--- src/rtl/dma_chan_pkg.sv ---
package dma_chan_pkg;
  localparam int REG_W      = 32;
  localparam int FIELD_W    = 16;
  localparam int CNT_W      = 2 * FIELD_W;
  localparam int BUSY_BIT   = 24;
  localparam int WORD_BYTES = 4;
  localparam logic [REG_W-1:0] CMD_TO_DEV   = 32'h0100_0201;
  localparam logic [REG_W-1:0] CMD_FROM_DEV = 32'h0100_0200;

  typedef enum logic [1:0] {XF_NONE, XF_TO_DEV, XF_FROM_DEV} xfer_e;

  function automatic xfer_e classify(input logic [REG_W-1:0] w);
    if (w == CMD_TO_DEV) return XF_TO_DEV;
    if (w == CMD_FROM_DEV) return XF_FROM_DEV;
    return XF_NONE;
  endfunction

  function automatic logic [CNT_W-1:0] block_words(input logic [REG_W-1:0] b);
    return CNT_W'(b[REG_W-1:FIELD_W]) * CNT_W'(b[FIELD_W-1:0]);
  endfunction
endpackage

--- src/rtl/dma_cmd_decode.sv ---
module dma_cmd_decode
  import dma_chan_pkg::*;
(
  input  logic [REG_W-1:0] cmd_word,
  input  logic [REG_W-1:0] blk_word,
  output xfer_e            kind,
  output logic [CNT_W-1:0] words,
  output logic             words_zero
);
  always_comb begin
    kind       = classify(cmd_word);
    words      = block_words(blk_word);
    words_zero = (words == '0);
  end
endmodule

--- src/rtl/dma_word_counter.sv ---
module dma_word_counter #(
  parameter int CNT_W = 32
) (
  input  logic             clk,
  input  logic             rst_n,
  input  logic             load,
  input  logic [CNT_W-1:0] load_val,
  input  logic             step,
  input  logic             clear,
  output logic             active,
  output logic             last_step
);
  logic [CNT_W-1:0] rem_q;

  always_ff @(posedge clk or negedge rst_n) begin
    if (!rst_n)      rem_q <= '0;
    else if (clear)  rem_q <= '0;
    else if (load)   rem_q <= load_val;
    else if (step && active) rem_q <= rem_q - CNT_W'(1);
  end

  assign active    = (rem_q != '0);
  assign last_step = step && (rem_q == CNT_W'(1));
endmodule

--- src/rtl/dma_block_chan.sv ---
module dma_block_chan
  import dma_chan_pkg::*;
#(
  parameter int ADDR_W = 32,
  parameter int DATA_W = 32
) (
  input  logic              clk,
  input  logic              rst_n,
  input  logic              reg_wr,
  input  logic [1:0]        reg_sel,
  input  logic [31:0]       reg_wdata,
  output logic [ADDR_W-1:0] addr_reg,
  output logic [31:0]       blk_reg,
  output logic [31:0]       ctrl_reg,
  output logic              irq,
  output logic              mem_valid,
  output logic              mem_we,
  output logic [ADDR_W-1:0] mem_addr,
  output logic [DATA_W-1:0] mem_wdata,
  input  logic              mem_ready,
  input  logic [DATA_W-1:0] mem_rdata,
  input  logic              dev_ready,
  input  logic [DATA_W-1:0] dev_rdata,
  output logic [DATA_W-1:0] dev_wdata,
  output logic              dev_push,
  output logic              dev_pop
);
  localparam logic [REG_W-1:0]  BUSY_MASK = REG_W'(1) << BUSY_BIT;
  localparam logic [ADDR_W-1:0] STRIDE    = ADDR_W'(WORD_BYTES);

  logic [ADDR_W-1:0] addr_q;
  logic [REG_W-1:0]  blk_q, ctrl_q;
  logic              irq_q;
  xfer_e             xfer_q;

  // named internal events
  logic              busy, wr_addr, wr_blk, wr_ctrl, idle_ctrl;
  logic              start_ok, finish_now, abort_run, beat, last_beat, cnt_active;
  xfer_e             dec_kind;
  logic [CNT_W-1:0]  dec_words;
  logic              dec_zero;

  dma_cmd_decode u_dec (
    .cmd_word  (reg_wdata),
    .blk_word  (blk_q),
    .kind      (dec_kind),
    .words     (dec_words),
    .words_zero(dec_zero)
  );

  dma_word_counter #(.CNT_W(CNT_W)) u_cnt (
    .clk      (clk),
    .rst_n    (rst_n),
    .load     (start_ok),
    .load_val (dec_words),
    .step     (beat),
    .clear    (abort_run),
    .active   (cnt_active),
    .last_step(last_beat)
  );

  assign busy       = ctrl_q[BUSY_BIT];
  assign wr_addr    = reg_wr && (reg_sel == 2'd0) && !busy;
  assign wr_blk     = reg_wr && (reg_sel == 2'd1) && !busy;
  assign wr_ctrl    = reg_wr && (reg_sel == 2'd2);
  assign idle_ctrl  = wr_ctrl && !busy;
  assign start_ok   = idle_ctrl && (dec_kind != XF_NONE) && !dec_zero;
  assign finish_now = idle_ctrl && ((dec_kind == XF_NONE) || dec_zero);
  assign abort_run  = wr_ctrl && busy && !reg_wdata[BUSY_BIT];

  assign mem_valid  = busy && cnt_active && dev_ready;
  assign mem_we     = (xfer_q == XF_FROM_DEV);
  assign mem_addr   = addr_q;
  assign mem_wdata  = dev_rdata;
  assign dev_wdata  = mem_rdata;
  assign beat       = mem_valid && mem_ready;
  assign dev_push   = beat && (xfer_q == XF_TO_DEV);
  assign dev_pop    = beat && (xfer_q == XF_FROM_DEV);

  always_ff @(posedge clk or negedge rst_n) begin
    if (!rst_n) begin
      addr_q <= '0;
      blk_q  <= '0;
      ctrl_q <= '0;
      irq_q  <= 1'b0;
      xfer_q <= XF_NONE;
    end else begin
      if (wr_addr)        addr_q <= reg_wdata[ADDR_W-1:0];
      else if (idle_ctrl) addr_q <= {addr_q[ADDR_W-1:2], 2'b00};
      else if (beat)      addr_q <= addr_q + STRIDE;

      if (wr_blk) blk_q <= reg_wdata;

      if (idle_ctrl)      ctrl_q <= start_ok ? reg_wdata : (reg_wdata & ~BUSY_MASK);
      else if (abort_run) ctrl_q <= reg_wdata;
      else if (last_beat) ctrl_q[BUSY_BIT] <= 1'b0;

      if (start_ok) xfer_q <= dec_kind;

      irq_q <= finish_now || last_beat;
    end
  end

  assign addr_reg = addr_q;
  assign blk_reg  = blk_q;
  assign ctrl_reg = ctrl_q;
  assign irq      = irq_q;
endmodule

--- config.mk ---
export PLATFORM = sky130hd
export DESIGN_NAME = dma_block_chan
export DESIGN_NICKNAME = d
export VERILOG_FILES = /design/src/rtl/dma_chan_pkg.sv /design/src/rtl/dma_cmd_decode.sv /design/src/rtl/dma_word_counter.sv /design/src/rtl/dma_block_chan.sv
export SDC_FILE = /design/constraint.sdc
export NUM_CORES = 1
export LEC_CHECK = 0
export ABC_CLOCK_PERIOD_IN_PS = 13970
export BUFFER_PORTS_ARGS = -buffer_cell sky130_fd_sc_hd__buf_2
export CAP_MARGIN = 15
export CORE_MARGIN = 2
export CORE_UTILIZATION = 40
export CTS_CLUSTER_SIZE = 24
export DETAILED_ROUTE_END_ITERATION = 16
export PLACE_DENSITY_LB_ADDON = 0.05
export SYNTH_ARGS = -nofsm -noshare
export SYNTH_HDL_FRONTEND = slang
export SYNTH_SLANG_ARGS = --single-unit
--- constraint.sdc ---
create_clock -name clk -period 13.97 [get_ports clk]
set_input_delay 2.794 -clock clk [delete_from_list [all_inputs] [get_ports clk]]
set_output_delay 2.794 -clock clk [all_outputs]
set_load 0.005 [all_outputs]
Yosys cells after proc, flatten, opt, wreduce, memory -nomap -nowiden:

Index checks and enable logic that the tools add are counted.

* register bits: 131
* output and inout bits: 197
* word-level logic and storage cells: 72

* add/subtract/negate cells: 2
* $mul: 1
* equal/unequal tests: 8
* muxes and demuxes: 19
* reduce and logical (&&, ||, !) cells: 34

Operators by type and width (count)
* 32-bit 2-to-1 mux: 7
* 32-bit by 25-bit == test with 1-bit output (second input constant): 2
* 32-bit by 3-bit adder with 32-bit output (second input constant): 1
* 32-bit by 1-bit == test with 1-bit output (second input constant): 1
* 32-bit logical NOT: 1
* 16-bit by 16-bit multiplier with 32-bit output: 1
* 32-bit nonzero test: 1
* 32-bit by 1-bit subtractor with 32-bit output (second input constant): 1
* 25-bit 2-to-1 mux: 1
* 24-bit 2-to-1 mux: 1
* 1-bit logical AND: 18
* 3-bit nonzero test: 3
* 2-bit 2-to-1 mux: 4
* 7-bit 2-to-1 mux: 1
* 2-bit nonzero test: 3
* 1-bit 2-to-1 mux: 5
* 2-bit by 1-bit == test with 1-bit output (second input constant): 2
* 2-bit == test (second input constant): 2
* 2-bit logical NOT: 2
* 1-bit logical NOT: 3
* 1-bit logical OR: 2
* 2-bit != test (second input constant): 1
* 2-bit AND reduction: 1

Longest topological paths before layout:

Gate-level depths: netlist of the first run.

* depth after elaboration: 10
* depth in mapped cells: 27
* depth with buffers taken out: 23

By module:

Synthesis of the first run repeated with hierarchy kept, for this count alone.

* cell total of the unflattened synthesis: 1787
* area total of the unflattened synthesis: 16515.8 µm²

Modules (own cells, without submodules)
* dma_cmd_decode: times used 1, cells an instance 1067, area each 9016.1 µm²
* dma_block_chan: times used 1, cells an instance 481, area each 5355.1 µm²
* dma_word_counter: times used 1, cells an instance 239, area each 2144.6 µm²

Worst setup path before layout of the first run:

No wires, ideal clock.

* path type: register to register
* start: register blk_q[29], in the netlist blk_reg[29]
* end: register ctrl_q[24], in the netlist ctrl_reg[24]
* arrival: 6857 ps
* required time: 13850 ps
* slack: 6993 ps
* cell stages (with the launch flop): 26
* path buffers: 5
* cell sequence: dfrtp_1 -> clkbuf_1 -> clkbuf_1 -> nand2_1 -> fa_1 -> inv_1 -> fa_1 -> inv_1 -> fa_1 -> inv_1 -> fa_1 -> fa_1 -> fa_1 -> ha_1 -> buf_2 -> a21oi_1 -> a21boi_1 -> a31oi_1 -> or3_1 -> a22oi_1 -> o2111ai_1 -> or4b_1 -> o31a_1 -> buf_6 -> buf_6 -> a31o_1

* longest elaborated chain between the ends: 6

Ends and longest elaborated chain
* from (decl): RTL line dma_block_chan.sv:32 `logic [REG_W-1:0] blk_q, ctrl_q;`
* from (signal assigned): RTL line dma_block_chan.sv:92 `if (wr_blk) blk_q <= reg_wdata;`
* 16-bit by 16-bit multiplier with 32-bit output: RTL line dma_chan_pkg.sv:19 `return CNT_W'(b[REG_W-1:FIELD_W]) * CNT_W'(b[FIELD_W-1:0]);`
* 32-bit logical NOT: RTL line dma_cmd_decode.sv:13 `words_zero = (words == '0);`
* 1-bit logical NOT: RTL line dma_block_chan.sv:67 `assign start_ok = idle_ctrl && (dec_kind != XF_NONE) && !dec_zero;`
* 1-bit logical AND: RTL line dma_block_chan.sv:67
* 25-bit 2-to-1 mux: RTL line dma_block_chan.sv:94 `if (idle_ctrl) ctrl_q <= start_ok ? reg_wdata : (reg_wdata & ~BUSY_MASK);`
* 32-bit 2-to-1 mux: RTL line dma_block_chan.sv:94
* to (signal assigned): RTL line dma_block_chan.sv:94
* to (signal assigned): RTL line dma_block_chan.sv:95 `else if (abort_run) ctrl_q <= reg_wdata;`
* to (decl): RTL line dma_block_chan.sv:32

No other way between the ends.
A chain may end at the register's enable or synchronous reset.

Final worst setup path of the first run:

* start: register blk_q[1], in the netlist blk_reg[1]
* end: register xfer_q[0]

* longest elaborated chain between the ends: 4

Ends and longest elaborated chain
* 16-bit by 16-bit multiplier with 32-bit output: RTL line dma_chan_pkg.sv:19
* 32-bit logical NOT: RTL line dma_cmd_decode.sv:13
* 1-bit logical NOT: RTL line dma_block_chan.sv:67
* 1-bit logical AND: RTL line dma_block_chan.sv:67
* to (signal assigned): RTL line dma_block_chan.sv:98 `if (start_ok) xfer_q <= dec_kind;`
* to (decl): RTL line dma_block_chan.sv:34 `xfer_e xfer_q;`

No other way between the ends.

==> impl_metrics.py, run 1 <==
metrics = {
    "outcome": {
        "outcome": "complete, no violations",
    },
    "routing": {
        "drc": 0,
        "avgViaCountPerCell": 5.362,
        "wl_per_cell_um": 20.57,
        "vias": 12203,
        "wirelength_um": 46810,
        "drtPass1Iterations": 5,
        "drt-initial-drc-count": 653,
        "antenna_left": 0,
    },
    "timing": {
        "tightest_slew_ps": 895.7,
        "slew_headroom_pct": 39.74,
        "slew_viol_final": 0,
        "fin_crit_ps": 7915,
        "skew_ps": 14.86,
        "final_min_period_over_clock_period_pct": 56.66,
        "rsz0062_at_grt": "false",
        "setup_tns_ps": 0,
        "setup_viol": 0,
        "fmax_ghz": 0.1263,
        "hold_violations": 0,
    },
    "setup_path": {
        "regToRegSetupSlack_ps": 6050,
        "timing.rr.start": "blk_reg[1]",
        "reg2reg_depth": 21,
        "cp_slowest_cell": "dfrtp_1",
        "worstSetupPathType": "register to register",
        "max_stage_delay_ps": 870,
        "rr_endpoint": "xfer_q[0]",
        "cp_cell_sequence": "nand2_1 > fa_1 > inv_1 > fa_1 > inv_1 > fa_1 > inv_1 > fa_1 > fa_1 > fa_1 > ha_1 > a21oi_1 > a21boi_1 > a31oi_1 > o211ai_1 > a21boi_0 > o221ai_1 > or4b_1 > o31a_2 > buf_4 > mux2_4",
        "worstPathMaxFanout": 35,
        "crit_arrival_ps": 8220,
        "required_ps": 14280,
        "start_kind": "register",
        "path_delay_family": "adder cells",
        "end_kind": "register",
        "crit_buf_inv": 4,
        "crit_top_cell": "fa_1",
    },
    "place": {
        "dp_hpwl_um": 35810,
        "place_congestion": 0.8373,
        "io_buffers": 171,
        "dp.cells": 2243,
    },
    "clock_network": {
        "cts_tree": "built",
        "clock_sinks": 131,
        "clk_path_buf_depth": 2,
        "clock_latency_ps": 440,
        "h-tree-depth": 4,
        "cts_hold_buf": 0,
        "clk_pin_slew_worst_paths_ps": 60,
        "cts_resized": 0,
        "cts_setup_buffers": 0,
        "cts_root_buf": "clkbuf_16",
        "cts_buffers": 17,
    },
    "synthesis": {
        "synth-compound-area-share_pct": 8.618,
        "syn_avg_cell_area_sq_um": 9.380,
        "yosys.cell_count.top_type": "nand2_1",
        "netlist.area_leader.share_pct": 24.30,
        "async_flop_share_pct": 100.0,
        "synthTopCellsByCount": "nand2_1, fa_1, inv_1",
        "synth_top_family_by_area": "adder cells",
        "ys_seq_area_share_pct": 20.51,
        "synth_seq_cells": 131,
        "synth_ff_type": "dfrtp_1",
        "synthAdderAreaFrac_pct": 32.67,
        "yosys.area_share.xor_xnor_pct": 2.301,
        "syn_nets": 2108,
        "synthCells": 1704,
        "synthTopCellsByArea": "fa_1, dfrtp_1, ha_1, and2_1, nand2_1",
        "synth.area.mux_share_pct": 6.419,
        "synth_cell_types": 72,
        "synth_simple_gate_area_share_pct": 18.79,
        "synth_area_leader_cell": "fa_1",
        "netlist_area_sq_mm": 0.01598,
        "synth_edf_count": 0,
        "yosysWarnings": 0,
    },
    "cells_and_area": {
        "syn2layout_area_growth_pct": 7.452,
        "final.fill_count": 3970,
        "stdcell_count": 2276,
        "antenna_cells": 0,
        "final_core_util_pct": 43.43,
        "fin_nets": 2142,
        "multi_input_area_sq_mm": 0.01102,
        "register_area_sq_mm": 0.003278,
        "drive_gt1_share_pct": 17.42,
    },
    "global_routing": {
        "grt_max_degree": 67,
        "grt_overflow_total": 0,
        "grt_pass1_wl_um": 74390,
        "antenna_found_initial": 1,
        "gr-usage-all-layers_pct": 23.31,
        "grt_pass1_vias": 12564,
    },
    "floorplan": {
        "die-area_sq_mm": 0.04158,
        "start_util_pct": 40.42,
        "die_w_um": 203.9,
        "ioPinCount": 300,
        "core_sq_mm": 0.03955,
        "die_y_um": 203.9,
        "rows": 73,
    },
    "min_path": {
        "worst_hold_path.endpoint": "ctrl_reg[1]",
        "min_path_cells": 1,
        "holdCritStartpoint": "ctrl_reg[1]",
        "hold_class": "register to register",
    },
    "job": {
        "drv_cap": 0,
    },
}
worst max path at each step:
stage                 from            to  slack (ps)  depth (start not counted)
2_1_floorplan  blk_reg[29]  ctrl_reg[24]        6990                         25
3_3_place_gp    blk_reg[1]     xfer_q[0]        6130                         21
3_5_place_dp    blk_reg[1]     xfer_q[0]        6040                         21
4_1_cts         blk_reg[1]     xfer_q[0]        6020                         21
5_1_grt         blk_reg[1]     xfer_q[0]        5520                         21
6_report        blk_reg[1]     xfer_q[0]        6050                         21
cells by family (layout without fill, tap and decap cells):
group                    Yosys count  in the layout
buffers and inverters            345            392
adder cells (fa/ha/maj)          301            301
AO/OA/AOI/OAI                    202            202
XOR/XNOR                          42             42
multiplexers                      94             94
flip-flops                       131            131
AND/OR/NAND/NOR                  589            589
cell usage in the layout, fill, tap and decap left out, types with 11 or more instances in the layout:
cell         n
fa_1       194
nand2_1    234
nor3_1      24
buf_2      170
o21ai_0     51
a21o_1      17
buf_4       15
and2_1     147
nor2_1      43
and3_1      12
ha_1       107
clkbuf_16   17
xnor2_1     19
nor4_1      21
inv_1      173
mux2_2      64
a21oi_1     38
dfrtp_1    131
nand4_1     16
xor2_1      23
a221o_1     19
mux2i_1     29
nand2b_1    11
nand3_1     24
stage by stage:
stage          setup slack (ps)  hold slack (ps)  area (sq um)
2_1_floorplan              6993            485.8         15980
3_3_place_gp               6134            485.2         16580
3_5_place_dp               6043            489.5         16580
4_1_cts                    6025            504.3         17170
5_1_grt                    5522            509.0         17180
6_report                   6055            501.3         17180
area by class of cell:
cell class | count | area share, %
clock buffers | 17 | 2.477
clock inverters | 15 | 0.9398
inverters | 173 | 3.781
multi-input cells | 1228 | 64.19
flip-flops and latches | 131 | 19.09
well taps | 525 | 3.825
repair buffers | 187 | 5.704
metal layers:
| layer | routed length (um) | GRT usage (%) |
|---|---|---|
| met1 | 22900 | 34.29 |
| met2 | 21620 | 36.90 |
| met3 | 1867 | 3.173 |
| met4 | 425 | 4.249 |
| met5 | 0 | 0 |
Power of run 1 is left out: the tool's default activity adds up to more than one toggle a clock period on the data nets, which glitch-free logic cannot reach.
==> run 2, diff against run 1 <==
- ABC_AREA: not set -> 1
- ABC_CLOCK_PERIOD_IN_PS: 13970 -> 6400
- clock period: 13.97 -> 6.4 ns (I/O delays scaled with it)
==> impl_metrics.py, run 2 <==
metrics = {
    "synthesis": {
        "synth_seq_cells": 131,
        "ys_seq_area_share_pct": 18.62,
        "syn_nets": 2909,
        "netlist_area_sq_mm": 0.01761,
        "synthTopCellsByArea": "fa_1, dfrtp_1, nand2_1, inv_1, ha_1",
        "synth_ff_type": "dfrtp_1",
        "syn_avg_cell_area_sq_um": 7.028,
        "netlist.area_leader.share_pct": 22.06,
        "synth_cell_types": 42,
        "synth_area_leader_cell": "fa_1",
        "synthCells": 2505,
        "synthTopCellsByCount": "nand2_1, inv_1, fa_1",
        "synth_edf_count": 0,
        "async_flop_share_pct": 100.0,
        "yosysWarnings": 0,
        "yosys.cell_count.top_type": "nand2_1",
    },
    "timing": {
        "final_min_period_over_clock_period_pct": 98.27,
        "setup_tns_ps": 0,
        "skew_ps": 16.06,
        "rsz0062_at_grt": "true",
        "slew_headroom_pct": 42.14,
        "tightest_slew_ps": 860.0,
        "fin_crit_ps": 6290,
        "setup_viol": 0,
        "hold_violations": 0,
        "slew_viol_final": 0,
        "fmax_ghz": 0.1590,
        "hold_ws_ps": 485.4,
    },
    "job": {
        "drv_cap": 0,
    },
    "min_path": {
        "hold_class": "register to register",
        "holdCritStartpoint": "ctrl_reg[15]",
    },
    "setup_path": {
        "regToRegSetupSlack_ps": 110,
        "reg2reg_depth": 31,
        "required_ps": 6800,
        "max_stage_delay_ps": 600,
        "end_kind": "register",
        "cp.depth": 31,
        "rr_endpoint": "u_cnt.rem_q[15]",
        "crit_top_cell": "nand2_1",
        "worstSetupPathType": "register to register",
        "start_kind": "register",
        "timing.rr.start": "blk_reg[2]",
        "worstPathMaxFanout": 7,
        "cp_slowest_cell": "fa_1",
        "crit_start": "blk_reg[2]",
        "crit_arrival_ps": 6690,
        "crit_end": "u_cnt.rem_q[15]",
        "crit_buf_inv": 8,
        "path_delay_family": "adder cells",
    },
    "clock_network": {
        "cts_hold_buf": 0,
        "clock_sinks": 131,
        "cts_root_buf": "clkbuf_16",
        "clock_latency_ps": 460,
        "cts_buffers": 17,
        "clk_path_buf_depth": 2,
        "cts_tree": "built",
        "clk_pin_slew_worst_paths_ps": 70,
        "h-tree-depth": 4,
    },
    "cells_and_area": {
        "final_common_cell": "nand2_1",
        "syn2layout_area_growth_pct": 25.68,
        "layout_common_cells": "nand2_1, inv_1, buf_4",
        "drive_gt1_share_pct": 26.93,
        "fin_nets": 3155,
        "antenna_cells": 0,
    },
    "floorplan": {
        "core_sq_mm": 0.04327,
        "die-area_sq_mm": 0.04571,
        "start_util_pct": 40.69,
        "rows": 76,
        "ioPinCount": 300,
        "die_y_um": 213.8,
        "die_w_um": 213.8,
    },
    "global_routing": {
        "gr-usage-all-layers_pct": 26.55,
        "grt_pass1_wl_um": 91910,
        "grt_overflow_total": 0,
        "grt_pass1_vias": 16394,
        "antenna_found_initial": 0,
        "grt_max_degree": 79,
    },
    "routing": {
        "wl_per_cell_um": 17.88,
        "avgViaCountPerCell": 4.907,
        "drc": 0,
        "vias": 16429,
        "antenna_left": 0,
        "drtPass1Iterations": 6,
        "drt-initial-drc-count": 1233,
        "wirelength_um": 59880,
    },
    "place": {
        "io_buffers": 171,
        "place_congestion": 0.9435,
        "dp_hpwl_um": 46600,
    },
    "outcome": {
        "outcome": "complete, no violations",
    },
}
-- run 2: cell types whose count changed after synthesis, sizes merged, moves of 19 or more --
cell and change:
inv +336, a221o -19, and2 -144, nor2 +104, o21ai +52, mux2i -29
mux2 -65, clkbuf +24, nand3 +80, nand2 +580
-- run 2: area by class of cell --
type,count,area [sq um]
inverter,509,1919
timing repair buffer,422,3274
clock buffer,17,425.4
fill,4274,21140
sequential,131,3303
clock inverter,14,177.7
multi-input combinational,1670,12290
tap,585,732.0
-- run 2: worst register-to-register path: cells and delay by family (launching register included) --
family / cells / cell delay (ps)
buffers and inverters: 8 / 840
AOI/OAI and AO/OA: 1 / 150
and+or+nand+nor: 15 / 1360
adders and majority gates: 7 / 3410
DFF: 1 / 480
-- run 2: layer usage --
metal  wire length, um  up-vias  global-route usage [%]
li1                  -     7906                       -
met1             27920     7894                   38.12
met2             27170      564                   42.83
met3              3779       65                   3.427
met4               998        0                   5.795
met5                 0        -                       0
-- run 2: worst min path at each step --
stage	endpoint	slack (ps)	depth (start not counted)
2_1_floorplan	u_cnt.rem_q[1]	470	2
6_report	ctrl_reg[15]	490	2
3_5_place_dp	ctrl_reg[0]	470	2
3_3_place_gp	ctrl_reg[14]	470	2
5_1_grt	ctrl_reg[3]	510	2
4_1_cts	ctrl_reg[15]	490	2
-- run 2: through the flow --
step,cells,instance area (sq um),utilization [%],setup slack [ps]
floorplan,2505,17610,-,287.1
global placement,3261,19720,45.58,-582.1
detailed placement,3261,19720,45.58,-531.2
CTS,3312,20770,48.02,5.094
global route,3348,22130,51.14,-109.6
finish,3348,22130,51.14,110.5
-- run 2: timing repair --
item                       in CTS  in global routing
pin swaps                      27                133
buffers inserted               17                 28
resized for setup              62                281
setup endpoints to repair      36                 36
gates cloned                    3                  7
-- run 2: cells by family after synthesis --
kind of cell             Yosys count  share of synthesized area (%)
flip-flops                       131                          18.62
buffers and inverters            706                          17.51
AO/OA/AOI/OAI                    184                          5.813
AND/OR/NAND/NOR                 1149                          26.70
adder cells (fa/ha/maj)          301                          29.66
XOR/XNOR                          34                          1.691
Power of run 2 is left out for the same reason.
==> run 3, diff against run 2 <==
- ABC_CLOCK_PERIOD_IN_PS: 6400 -> 6640
- clock period: 6.4 -> 6.64 ns (I/O delays scaled with it)
==> impl_metrics.py, run 3 (synthesized netlist as in run 2, its figures left out) <==
metrics = {
    "cells_and_area": {
        "final_common_cell": "nand2_1",
        "syn2layout_area_growth_pct": 18.05,
        "fin_nets": 3084,
        "antenna_cells": 0,
        "drive_gt1_share_pct": 19.73,
        "layout_common_cells": "nand2_1, inv_1, fa_1",
    },
    "outcome": {
        "outcome": "complete, no violations",
    },
    "routing": {
        "vias": 16017,
        "avgViaCountPerCell": 4.888,
        "wirelength_um": 57080,
        "wl_met3_um": 3004,
        "met1_length_um": 27300,
        "drt-initial-drc-count": 1079,
        "drtPass1Iterations": 5,
        "wl_met2_um": 25750,
        "drc": 0,
        "routed.top_layer": "met4",
        "antenna_left": 0,
        "wl_per_cell_um": 17.42,
    },
    "setup_path": {
        "path_delay_family": "adder cells",
        "crit_top_cell": "nand2_1",
        "end_kind": "register",
        "crit_arrival_ps": 6780,
        "rr_endpoint": "u_cnt.rem_q[15]",
        "reg2reg_depth": 31,
        "worstSetupPathType": "register to register",
        "timing.rr.start": "blk_reg[6]",
        "regToRegSetupSlack_ps": 260,
        "max_stage_delay_ps": 610,
        "start_kind": "register",
        "worstPathMaxFanout": 13,
        "crit_buf_inv": 8,
        "required_ps": 7040,
        "cp_slowest_cell": "fa_2",
    },
    "min_path": {
        "holdCritStartpoint": "ctrl_reg[16]",
        "worst_hold_path.endpoint": "ctrl_reg[16]",
        "min_path_cells": 2,
        "hold_class": "register to register",
    },
    "timing": {
        "setup_ws_ps": 255.8,
        "final_min_period_over_clock_period_pct": 96.15,
        "hold_violations": 0,
        "fmax_ghz": 0.1566,
        "slew_viol_final": 0,
        "tightest_slew_ps": 896.8,
        "fin_crit_ps": 6384,
        "slew_headroom_pct": 39.66,
        "skew_ps": 21.67,
        "setup_viol": 0,
    },
    "global_routing": {
        "grt_pass1_vias": 15791,
        "grt_pass1_wl_um": 88440,
        "grt_max_degree": 71,
        "gr-usage-all-layers_pct": 25.33,
        "grt_overflow_total": 0,
        "antenna_found_initial": 0,
    },
    "place": {
        "pre_cts_ws_ps": -300.8,
        "io_buffers": 171,
        "dp_hpwl_um": 45420,
        "place_congestion": 0.8882,
    },
    "floorplan": {
        "die-area_sq_mm": 0.04571,
        "die_y_um": 213.8,
        "core_sq_mm": 0.04327,
        "die_w_um": 213.8,
        "ioPinCount": 300,
        "rows": 76,
        "start_util_pct": 40.69,
    },
    "clock_network": {
        "cts_tree": "built",
        "clk_path_buf_depth": 2,
        "clk_pin_slew_worst_paths_ps": 60,
        "cts_root_buf": "clkbuf_16",
        "cts_buffers": 17,
        "clock_sinks": 131,
        "h-tree-depth": 4,
        "clock_latency_ps": 470,
        "cts_hold_buf": 0,
    },
    "job": {
        "drv_cap": 0,
    },
}
-- run 3: cell types whose count changed in the layout (fill, tap and decap cells not counted), moves of 12 or more --
| cell | change |
|---|---|
| buf_4 | -51 |
| buf_6 | -12 |
| inv_1 | +27 |
| inv_2 | -24 |
| nand2_1 | +82 |
| nand2_2 | -63 |
| nand2_4 | -19 |
-- run 3: worst max path at each step --
stage,start,end,depth (start not counted)
after floorplan,blk_reg[26],u_cnt.rem_q[27],32
after global placement,blk_reg[23],u_cnt.rem_q[23],29
after detailed placement,blk_reg[23],u_cnt.rem_q[2],28
after CTS,blk_reg[22],xfer_q[0],30
after global routing,blk_reg[24],u_cnt.rem_q[9],33
final,blk_reg[6],u_cnt.rem_q[15],31
-- run 3: layer usage --
layer | vias to the layer above | track usage [%]
met2 | 478 | 40.73
met3 | 53 | 3.090
met4 | 0 | 6.633
met1 | 7720 | 36.15
met5 | - | 0
li1 | 7766 | -
-- run 3: repair_timing --
action | CTS | global route
setup endpoints to repair | 34 | 36
resized for setup | 9 | 145
setup buffers | 0 | 47
hold endpoints to repair | 0 | 0
cloned | 1 | 4
pin swaps | 1 | 65
-- run 3: cell type report --
cell class / count / area [sq um]
multi-input combinational: 1669 / 11700
clock buffer: 17 / 425.4
clock inverter: 14 / 152.6
inverter: 509 / 1911
timing repair buffer: 352 / 2559
sequential: 131 / 3309
tap: 585 / 732.0
fill: 4432 / 22480
-- run 3: metrics by stage --
| step | util (%) | cell area [sq um] | hold WS [ps] | setup TNS, ps | cells |
|---|---|---|---|---|---|
| after CTS | 45.56 | 19710 | 487.3 | 0 | 3226 |
| after global routing | 48.04 | 20780 | 509.4 | -367.6 | 3277 |
| after detailed placement | 44.15 | 19100 | 471.4 | -8446 | 3194 |
| after global placement | 44.15 | 19100 | 466.4 | -5700 | 3194 |
| after floorplan | - | 17610 | 471.4 | 0 | 2505 |
| final | 48.04 | 20780 | 481.8 | 0 | 3277 |
-- run 3: worst register-to-register path: cells and delay by family (launching register included) --
| family | cells | cell delay (ps) |
|---|---|---|
| buffers and inverters | 8 | 920 |
| AOI/OAI and AO/OA | 1 | 160 |
| adders and majority gates | 7 | 3270 |
| DFF | 1 | 530 |
| and+or+nand+nor | 15 | 1450 |
Power of run 3 is left out for the same reason.
